[src/rtl/stp_pkg.sv]
package stp_pkg;

    typedef enum logic [2:0] {
        ST_IDLE = 3'd0,
        ST_BIT  = 3'd1,
        ST_SIGN = 3'd2,
        ST_WORD = 3'd3,
        ST_SEG  = 3'd4
    } stp_state_e;

    typedef struct packed {
        logic neg;
        logic nib_carry;
        logic seg_up;
        logic seg_down;
    } stp_flags_t;

endpackage

[src/rtl/stp_bit_add.sv]
module stp_bit_add #(
    parameter int BIT_W = 4
) (
    input  logic [BIT_W-1:0] bit_in,
    input  logic [BIT_W-1:0] inc_lo,
    output logic [BIT_W-1:0] bit_sum,
    output logic             nib_carry
);
    logic [BIT_W:0] wide;

    always_comb begin
        wide      = {1'b0, bit_in} + {1'b0, inc_lo};
        bit_sum   = wide[BIT_W-1:0];
        nib_carry = wide[BIT_W];
    end
endmodule

[src/rtl/stp_step_shape.sv]
module stp_step_shape #(
    parameter int BIT_W  = 4,
    parameter int WORD_W = 16
) (
    input  logic [WORD_W-1:0] inc_in,
    input  logic [WORD_W-1:0] step_in,
    output logic [WORD_W-1:0] step_raw,
    output logic [WORD_W-1:0] step_filled
);
    localparam logic [WORD_W-1:0] LO_MASK = WORD_W'((1 << BIT_W) - 1);
    localparam logic [WORD_W-1:0] HI_FILL = LO_MASK << (WORD_W - BIT_W);

    logic [WORD_W-1:0] cleared;

    always_comb begin
        cleared     = inc_in & ~LO_MASK;
        step_raw    = {cleared[BIT_W-1:0], cleared[WORD_W-1:BIT_W]};
        step_filled = step_in | HI_FILL;
    end
endmodule

[src/rtl/stp_word_add.sv]
module stp_word_add #(
    parameter int WORD_W = 16
) (
    input  logic [WORD_W-1:0] word_in,
    input  logic [WORD_W-1:0] step_in,
    input  logic              carry_in,
    input  logic              neg,
    output logic [WORD_W-1:0] word_sum,
    output logic              seg_up,
    output logic              seg_down
);
    logic [WORD_W:0] wide;

    always_comb begin
        wide     = {1'b0, word_in} + {1'b0, step_in} + {{WORD_W{1'b0}}, carry_in};
        word_sum = wide[WORD_W-1:0];
        seg_up   = !neg && wide[WORD_W];
        seg_down = neg && !wide[WORD_W];
    end
endmodule

[src/rtl/stp_seg_adj.sv]
module stp_seg_adj #(
    parameter int SEG_W = 8
) (
    input  logic [SEG_W-1:0] seg_in,
    input  logic             down,
    output logic [SEG_W-1:0] seg_out
);
    localparam logic [SEG_W-1:0] ONE = SEG_W'(1);

    always_comb begin
        seg_out = down ? (seg_in - ONE) : (seg_in + ONE);
    end
endmodule

[src/rtl/stp_ctrl.sv]
module stp_ctrl
    import stp_pkg::*;
(
    input  logic       clk,
    input  logic       rst,
    input  logic       start,
    input  logic       neg,
    input  logic       need_fix,
    output stp_state_e state,
    output logic       accept,
    output logic       busy,
    output logic       done
);
    stp_state_e nxt;
    logic       done_nxt;

    assign accept = start && (state == ST_IDLE);
    assign busy   = (state != ST_IDLE);

    always_comb begin
        nxt      = state;
        done_nxt = 1'b0;
        case (state)
            ST_IDLE: if (start) nxt = ST_BIT;
            ST_BIT:  nxt = neg ? ST_SIGN : ST_WORD;
            ST_SIGN: nxt = ST_WORD;
            ST_WORD: begin
                if (need_fix) begin
                    nxt = ST_SEG;
                end else begin
                    nxt      = ST_IDLE;
                    done_nxt = 1'b1;
                end
            end
            ST_SEG: begin
                nxt      = ST_IDLE;
                done_nxt = 1'b1;
            end
            default: nxt = ST_IDLE;
        endcase
    end

    always_ff @(posedge clk) begin
        if (rst) begin
            state <= ST_IDLE;
            done  <= 1'b0;
        end else begin
            state <= nxt;
            done  <= done_nxt;
        end
    end
endmodule

[src/rtl/bit_addr_stepper.sv]
module bit_addr_stepper
    import stp_pkg::*;
#(
    parameter int BIT_W  = 4,
    parameter int WORD_W = 16,
    parameter int SEG_W  = 8
) (
    input  logic              clk,
    input  logic              rst,
    input  logic              start_i,
    input  logic [WORD_W-1:0] inc_i,
    input  logic [BIT_W-1:0]  bit_i,
    input  logic [WORD_W-1:0] word_i,
    input  logic [SEG_W-1:0]  seg_i,
    output logic              busy_o,
    output logic              done_o,
    output logic              neg_o,
    output logic [BIT_W-1:0]  bit_o,
    output logic [WORD_W-1:0] word_o,
    output logic [SEG_W-1:0]  seg_o,
    output logic              seg_inc_o,
    output logic              seg_dec_o
);
    localparam int SIGN_POS = WORD_W - 1;

    stp_state_e        state;
    logic              accept;
    stp_flags_t        flg_q;
    logic [WORD_W-1:0] inc_q;
    logic [WORD_W-1:0] step_q;
    logic [BIT_W-1:0]  bit_q;
    logic [WORD_W-1:0] word_q;
    logic [SEG_W-1:0]  seg_q;

    logic [BIT_W-1:0]  bit_sum;
    logic              nib_c;
    logic [WORD_W-1:0] step_raw;
    logic [WORD_W-1:0] step_filled;
    logic [WORD_W-1:0] word_sum;
    logic              up_w;
    logic              down_w;
    logic [SEG_W-1:0]  seg_next;

    stp_bit_add #(.BIT_W(BIT_W)) u_bit (
        .bit_in   (bit_q),
        .inc_lo   (inc_q[BIT_W-1:0]),
        .bit_sum  (bit_sum),
        .nib_carry(nib_c)
    );

    stp_step_shape #(.BIT_W(BIT_W), .WORD_W(WORD_W)) u_shape (
        .inc_in     (inc_q),
        .step_in    (step_q),
        .step_raw   (step_raw),
        .step_filled(step_filled)
    );

    stp_word_add #(.WORD_W(WORD_W)) u_word (
        .word_in (word_q),
        .step_in (step_q),
        .carry_in(flg_q.nib_carry),
        .neg     (flg_q.neg),
        .word_sum(word_sum),
        .seg_up  (up_w),
        .seg_down(down_w)
    );

    stp_seg_adj #(.SEG_W(SEG_W)) u_seg (
        .seg_in (seg_q),
        .down   (flg_q.seg_down),
        .seg_out(seg_next)
    );

    stp_ctrl u_ctrl (
        .clk     (clk),
        .rst     (rst),
        .start   (start_i),
        .neg     (flg_q.neg),
        .need_fix(up_w || down_w),
        .state   (state),
        .accept  (accept),
        .busy    (busy_o),
        .done    (done_o)
    );

    always_ff @(posedge clk) begin
        if (rst) begin
            flg_q  <= '0;
            inc_q  <= '0;
            step_q <= '0;
            bit_q  <= '0;
            word_q <= '0;
            seg_q  <= '0;
        end else if (accept) begin
            flg_q.neg       <= inc_i[SIGN_POS];
            flg_q.nib_carry <= 1'b0;
            flg_q.seg_up    <= 1'b0;
            flg_q.seg_down  <= 1'b0;
            inc_q           <= inc_i;
            bit_q           <= bit_i;
            word_q          <= word_i;
            seg_q           <= seg_i;
        end else begin
            case (state)
                ST_BIT: begin
                    bit_q           <= bit_sum;
                    flg_q.nib_carry <= nib_c;
                    step_q          <= step_raw;
                end
                ST_SIGN: step_q <= step_filled;
                ST_WORD: begin
                    word_q         <= word_sum;
                    flg_q.seg_up   <= up_w;
                    flg_q.seg_down <= down_w;
                end
                ST_SEG:  seg_q <= seg_next;
                default: ;
            endcase
        end
    end

    assign neg_o     = flg_q.neg;
    assign bit_o     = bit_q;
    assign word_o    = word_q;
    assign seg_o     = seg_q;
    assign seg_inc_o = flg_q.seg_up;
    assign seg_dec_o = flg_q.seg_down;
endmodule

[config.mk]
export PLATFORM = sky130hd
export DESIGN_NAME = bit_addr_stepper
export DESIGN_NICKNAME = d
export VERILOG_FILES = /design/src/rtl/stp_pkg.sv /design/src/rtl/stp_bit_add.sv /design/src/rtl/stp_step_shape.sv /design/src/rtl/stp_word_add.sv /design/src/rtl/stp_seg_adj.sv /design/src/rtl/stp_ctrl.sv /design/src/rtl/bit_addr_stepper.sv
export SDC_FILE = /design/constraint.sdc
export NUM_CORES = 1
export LEC_CHECK = 0
export ABC_AREA = 0
export BUFFER_PORTS_ARGS = -buffer_cell sky130_fd_sc_hd__buf_4
export CAP_MARGIN = 0
export CELL_PAD_IN_SITES_DETAIL_PLACEMENT = 1
export CELL_PAD_IN_SITES_GLOBAL_PLACEMENT = 1
export CORE_MARGIN = 2
export CORE_UTILIZATION = 44
export DETAILED_ROUTE_END_ITERATION = 16
export GPL_ROUTABILITY_DRIVEN = 0
export GPL_TIMING_DRIVEN = 0
export PLACE_DENSITY_LB_ADDON = 0.3
export SETUP_SLACK_MARGIN = 0.3
export SYNTH_ARGS = -nofsm -noshare
export SYNTH_HDL_FRONTEND = slang
export SYNTH_HIERARCHICAL = 1
export SYNTH_SLANG_ARGS = --single-unit
[constraint.sdc]
create_clock -name clk -period 3 [get_ports clk]
set_input_delay 0.9 -clock clk [delete_from_list [all_inputs] [get_ports clk]]
set_output_delay 0.9 -clock clk [all_outputs]
set_load 0.01 [all_outputs]
==> impl_metrics.toml, run 1 <==
[outcome]
outcome = "finished clean"

[route]
dr.pass1.iters = 4
drcViolationCount = 0
routedWlPerCell_um = 18.05
drtIter0Drc = 121
postRouteAntennaNets = 0
via_per_inst = 5.468
num_vias = 4216
wl_um = 13920

[place]
hpwl_um = 10280
io_buffers = 79
dp_cells = 751

[synthesis]
synth-compound-area-share_pct = 26.98
synthXorXnorAreaFrac_pct = 4.228
muxShareOfSynthArea_pct = 6.472
ys_ff_latch = 67
synth_top_cell_by_area = "dfxtp_1"
synthAdderAreaFrac_pct = 8.194
syn_avg_cell_area_um2 = 9.115
ys_types = 64
ys_seq_area_share_pct = 27.97
syn_inst = 526
synth_area_leaders = "dfxtp_1, ha_1, mux2i_1, buf_4, nand2_1"
synth_top_area_share_pct = 27.97
yosysWarnings = 6
netlist_area_um2 = 4795
synth-simple-area-share_pct = 13.70
synth_top_family_by_area = "compound AO/OA/AOI/OAI gates"

[die]
num_rows = 38
design.die.area_um2 = 11750
start_util_pct = 44.62
io_pins = 80
core_area_um2 = 10750
die_y_um = 108.4
dieWidth_um = 108.4

[final_layout]
nets = 702
nFillCells = 1303
drive_above_1_share_pct = 34.55
layout_commonest_cell = "buf_4"
area_delta_synth_final_pct = 22.60
antennaDiodeCount = 0
regArea_um2 = 1348
final_cell_mix = "buf_4, dfxtp_1, nand2_1"
multiInputGateArea_um2 = 2943
stdcell_count = 771

[critical_path]
crit_type = "reg2reg"
regToRegSetupSlack_ps = 350
cp_slowest_cell = "o311a_1"
endpoint_kind = "register"
reg2reg_to = "u_ctrl/done"
cp-start-kind = "register"
crit_required_ps = 3310
r2r-start = "flg_q[2]"
r2r_cells = 11
critPathMaxStageDelay_ps = 410
critical_path.max_fanout = 3
arrival_ps = 2960
crit_path_frequent_cell = "fa_2"
worstPathCellList = "fa_2, inv_1, fa_2, nor2b_4, o2111ai_4, nand3_2, a311oi_4, o311a_1, or2_4, nand4bb_4, a21oi_2"

[grt]
gr-usage-met3_pct = 3.918
track_usage_pct = 24.07
grt_max_degree = 14
use_met1_pct = 28.20
top_usage_layer = "met2"
antenna_found_initial = 0
grt_pass1_wl_um = 22030
met2_usage_pct = 44.16
grt_pass1_vias = 4438
grt_overflow = 0

[clocking]
ctsHtreeMaxLevel = 3
numClockSinks = 67
cts_root_buffer = "clkbuf_8"
cts_hold_buf = 0
cts_tree = "built"
path_clk_slew_ps = 90
clockBufferDepth = 2
cts_buffers = 9
worstSkewPairLatency_ps = 360

[min_path]
min_path_type = "reg2reg"
hold_depth = 2
hold_path.startpoint = "inc_q[10]"
hold_path_end = "inc_q[10]"

[power_and_ir_drop]
total_power_uw = 3623
peakVddDrop_v = 0.0002881
p_per_area_nw_per_um2 = 616.3
p_leak_uw = 0.002653

[sta]
setup_tns_ps = 0
fin_skew_ps = 18.39
slew_viol_final = 0
fmax_mhz = 376.8
rsz0062_at_grt = "yes"
maxSlewHeadroom_pct = 47.02
worstMarginPinSlew_ps = 794.7
hold_viol = 0
period_share_pct = 88.47
finalSetupViolations = 0
post-route-min-period_ps = 2654

[run]
drv_cap = 0
cell type report:
class / instances / area share (%)
plain buffers: 65 / 7.854
clock buffers: 9 / 2.107
clock inverters: 7 / 1.298
inverters: 34 / 2.171
multi-input cells: 366 / 50.06
flip-flops and latches: 67 / 22.92
well taps: 140 / 2.980
repair buffers: 83 / 10.60
sequential cells by signal, summed over array words and instances, names as in the netlist:
signal and flops:
flg_q 1, inc_q 16, seg_dec_o 1, bit_o 4, word_o 16, seg_inc_o 1, u_ctrl/done 1, seg_o 8
step_q 16, u_ctrl/state 3
worst max-delay path by stage:
stage	slack, ps	to	depth (start not counted)	from
global placement	170	u_ctrl/done	11	step_q[0]
finish	350	u_ctrl/done	11	flg_q[2]
global route	270	u_ctrl/done	11	step_q[0]
floorplan	430	u_ctrl/done	11	word_o[0]
detailed placement	60	u_ctrl/done	11	step_q[0]
CTS	370	u_ctrl/done	11	step_q[0]
cell families after synthesis:
| family | Yosys count |
|---|---|
| AO/OA/AOI/OAI | 152 |
| XOR/XNOR | 21 |
| adder cells (fa/ha/maj) | 29 |
| buffers and inverters | 99 |
| flip-flops | 67 |
| multiplexers | 31 |
| other | 2 |
| AND/OR/NAND/NOR | 125 |
per-stage QoR:
stage	hold WS [ps]	util (%)	cell area (um2)	setup slack (ps)
floorplan	461.7	-	4817	430.6
global placement	475.4	51.98	5585	168.1
detailed placement	488.3	51.98	5585	60.68
CTS	505.5	54.49	5856	368.8
global route	526.8	54.70	5878	269.8
finish	500.7	54.70	5878	345.8
cells in the mapped netlist, drive strengths merged:
cell type	instances
a211oi	3
a21o	8
a21oi	50
a221oi	18
a311oi	18
a31oi	2
a41oi	1
and2	4
and3	2
and3b	1
buf	56
clkbuf	9
conb	2
dfxtp	67
fa	4
ha	25
inv	34
mux2i	31
nand2	56
nand2b	3
nand3	6
nand3b	1
nand4	1
nand4bb	1
nor2	25
nor2b	6
nor3	8
nor3b	5
o2111ai	1
o211ai	4
o21a	2
o21ai	19
o21bai	4
o221ai	2
o22ai	1
o2bb2ai	1
o311a	14
o311ai	2
o31a	1
o41ai	1
or2	1
or3	2
or3b	3
xnor2	12
xor2	9
critical path, delay by kind of cell (launching register included):
family	cells	cell delay, ps
fa+ha+maj	2	580
flops	1	370
buf+inv	1	60
simple gates	4	770
compound gates	4	820
where the power goes:
group	total, uW	internal (uW)	switching [uW]
sequential	1190	1040	148
combinational	1640	769	873
clock	793	388	405
total	3620	2200	1430
routing by layer:
layer / vias up / share of wire, %
met2: 89 / 51
li1: 2064 / -
met3: 17 / 3.9
met5: - / 0
met4: 0 / 1.6
met1: 2046 / 43
what timing repair did:
item	CTS	global route
resized for setup	9	3
setup endpoints to repair	2	3
pin swaps	5	6
buffers inserted	4	0
(Power assumes the default switching activity.)
==> inputs of run 2 (changes only) <==
--- a/config.mk
+++ b/config.mk
@@ -10,7 +10,7 @@
 export CAP_MARGIN = 0
 export CELL_PAD_IN_SITES_DETAIL_PLACEMENT = 1
 export CELL_PAD_IN_SITES_GLOBAL_PLACEMENT = 1
-export CORE_MARGIN = 2
+export CORE_MARGIN = 1.5
 export CORE_UTILIZATION = 44
 export DETAILED_ROUTE_END_ITERATION = 16
 export GPL_ROUTABILITY_DRIVEN = 0
==> impl_metrics.toml, run 2 (synthesis results as in run 1) <==
[outcome]
outcome = "finished clean"

[grt]
grt_pass1_wl_um = 22740
track_usage_pct = 25.29
grt_overflow = 0
grt_pass1_vias = 4538
antenna_found_initial = 0
grt_max_degree = 14

[final_layout]
final_util_pct = 56.21
antennaDiodeCount = 0
drive_above_1_share_pct = 34.44
layout_commonest_cell = "buf_4"
nFillCells = 1257
area_delta_synth_final_pct = 22.65
final_cell_mix = "buf_4, dfxtp_1, nand2_1"
nets = 704

[place]
hpwl_um = 10460
io_buffers = 79
place_ws_ps = 51.27

[route]
postRouteAntennaNets = 0
drcViolationCount = 0
dr.pass1.iters = 4
drtIter0Drc = 183
via_per_inst = 5.555
wl_um = 14260
num_vias = 4272
routedWlPerCell_um = 18.55

[sta]
post-route-min-period_ps = 2746
worstMarginPinSlew_ps = 714.3
rsz0062_at_grt = "yes"
slew_viol_final = 0
period_share_pct = 91.55
maxSlewHeadroom_pct = 52.38
finalSetupViolations = 0
fin_ws_ps = 253.6
fmax_mhz = 364.1
fin_skew_ps = 13.34
hold_viol = 0
setup_tns_ps = 0

[critical_path]
worst-path-buf-inv = 1
crit_start = "word_o[0]"
endpoint_kind = "register"
arrival_ps = 3040
r2r-start = "word_o[0]"
cp.depth = 11
crit_path_frequent_cell = "fa_2"
worstPathCellList = "fa_2, inv_2, fa_2, nor2b_4, o2111ai_4, nand3_2, a311oi_4, o22ai_2, or2_4, nand4bb_1, a21oi_1"
cp_slowest_cell = "a311oi_4"
crit_family = "compound AO/OA/AOI/OAI gates"
crit_type = "reg2reg"
crit_required_ps = 3290
cp-start-kind = "register"
r2r_cells = 11
critPathMaxStageDelay_ps = 430
critical_path.max_fanout = 3

[clocking]
cts_root_buffer = "clkbuf_8"
worstSkewPairLatency_ps = 360
clockBufferDepth = 2
numClockSinks = 67
cts_tree = "built"
cts_buffers = 9
ctsHtreeMaxLevel = 3
path_clk_slew_ps = 90

[run]
drv_cap = 0

[power_and_ir_drop]
peakVddDrop_v = 0.0002967
p_per_area_nw_per_um2 = 627.6
p_leak_uw = 0.002671
total_power_uw = 3691

[min_path]
min_path_type = "reg2reg"
hold_path.startpoint = "inc_q[14]"
hold_depth = 2

[die]
num_rows = 37
core_area_um2 = 10460
design.die.area_um2 = 11530
dieWidth_um = 107.4
die_y_um = 107.4
io_pins = 80
start_util_pct = 45.83
[run 2: path summary, 6_finish.rpt]
kind / to / slack, ps
setup reg to reg: u_ctrl/done / 250
hold reg to reg: inc_q[14] / 510
setup / recovery: u_ctrl/done / 250
hold / removal: inc_q[14] / 510
[run 2: power breakdown]
group | switching, uW | internal [uW] | total [uW]
registers | 165 | 1040 | 1210
logic | 881 | 769 | 1650
clock network | 402 | 433 | 835
[run 2: layout make-up]
| type | instances | area (um2) | share of cell area (%) |
|---|---|---|---|
| multi-input combinational | 366 | 2923 | 49.70 |
| tap | 136 | 170.2 | 2.894 |
| timing repair buffer | 85 | 638.1 | 10.85 |
| clock inverter | 5 | 60.06 | 1.021 |
| buffer | 65 | 461.7 | 7.851 |
| clock buffer | 11 | 151.4 | 2.574 |
| inverter | 34 | 127.6 | 2.170 |
| sequential | 67 | 1349 | 22.94 |
[run 2: metal layers]
| metal | share of wire, % | vias up | GRT usage [%] |
|---|---|---|---|
| met1 | 45 | 2088 | 31.86 |
| met2 | 49 | 100 | 43.77 |
| met4 | 1.3 | 0 | 8.177 |
| met3 | 4.3 | 18 | 4.298 |
| li1 | - | 2066 | - |
| met5 | 0 | - | 0 |
[run 2: per-stage QoR]
stage,hold WS [ps],std cells,area (um2)
3_3_place_gp,474.8,747,5580
4_1_cts,507.2,765,5843
5_1_grt,536.3,769,5881
2_1_floorplan,461.7,532,4817
6_report,505.8,769,5881
3_5_place_dp,494.5,747,5580
[run 2: worst register-to-register path: stages (launching register included)]
cell and delay (ps):
dfxtp_4 370, fa_2 400, inv_2 70, fa_2 220, nor2b_4 60, o2111ai_4 220, nand3_2 140, a311oi_4 430
o22ai_2 150, or2_4 290, nand4bb_1 190, a21oi_1 150
[run 2: timing repair]
action                                  4_1_cts  5_1_grt
resized for setup                             7        4
hold buffers                                  0        0
endpoints found under the setup margin        2        2
pin swaps                                     4        9
buffers inserted                              2        4
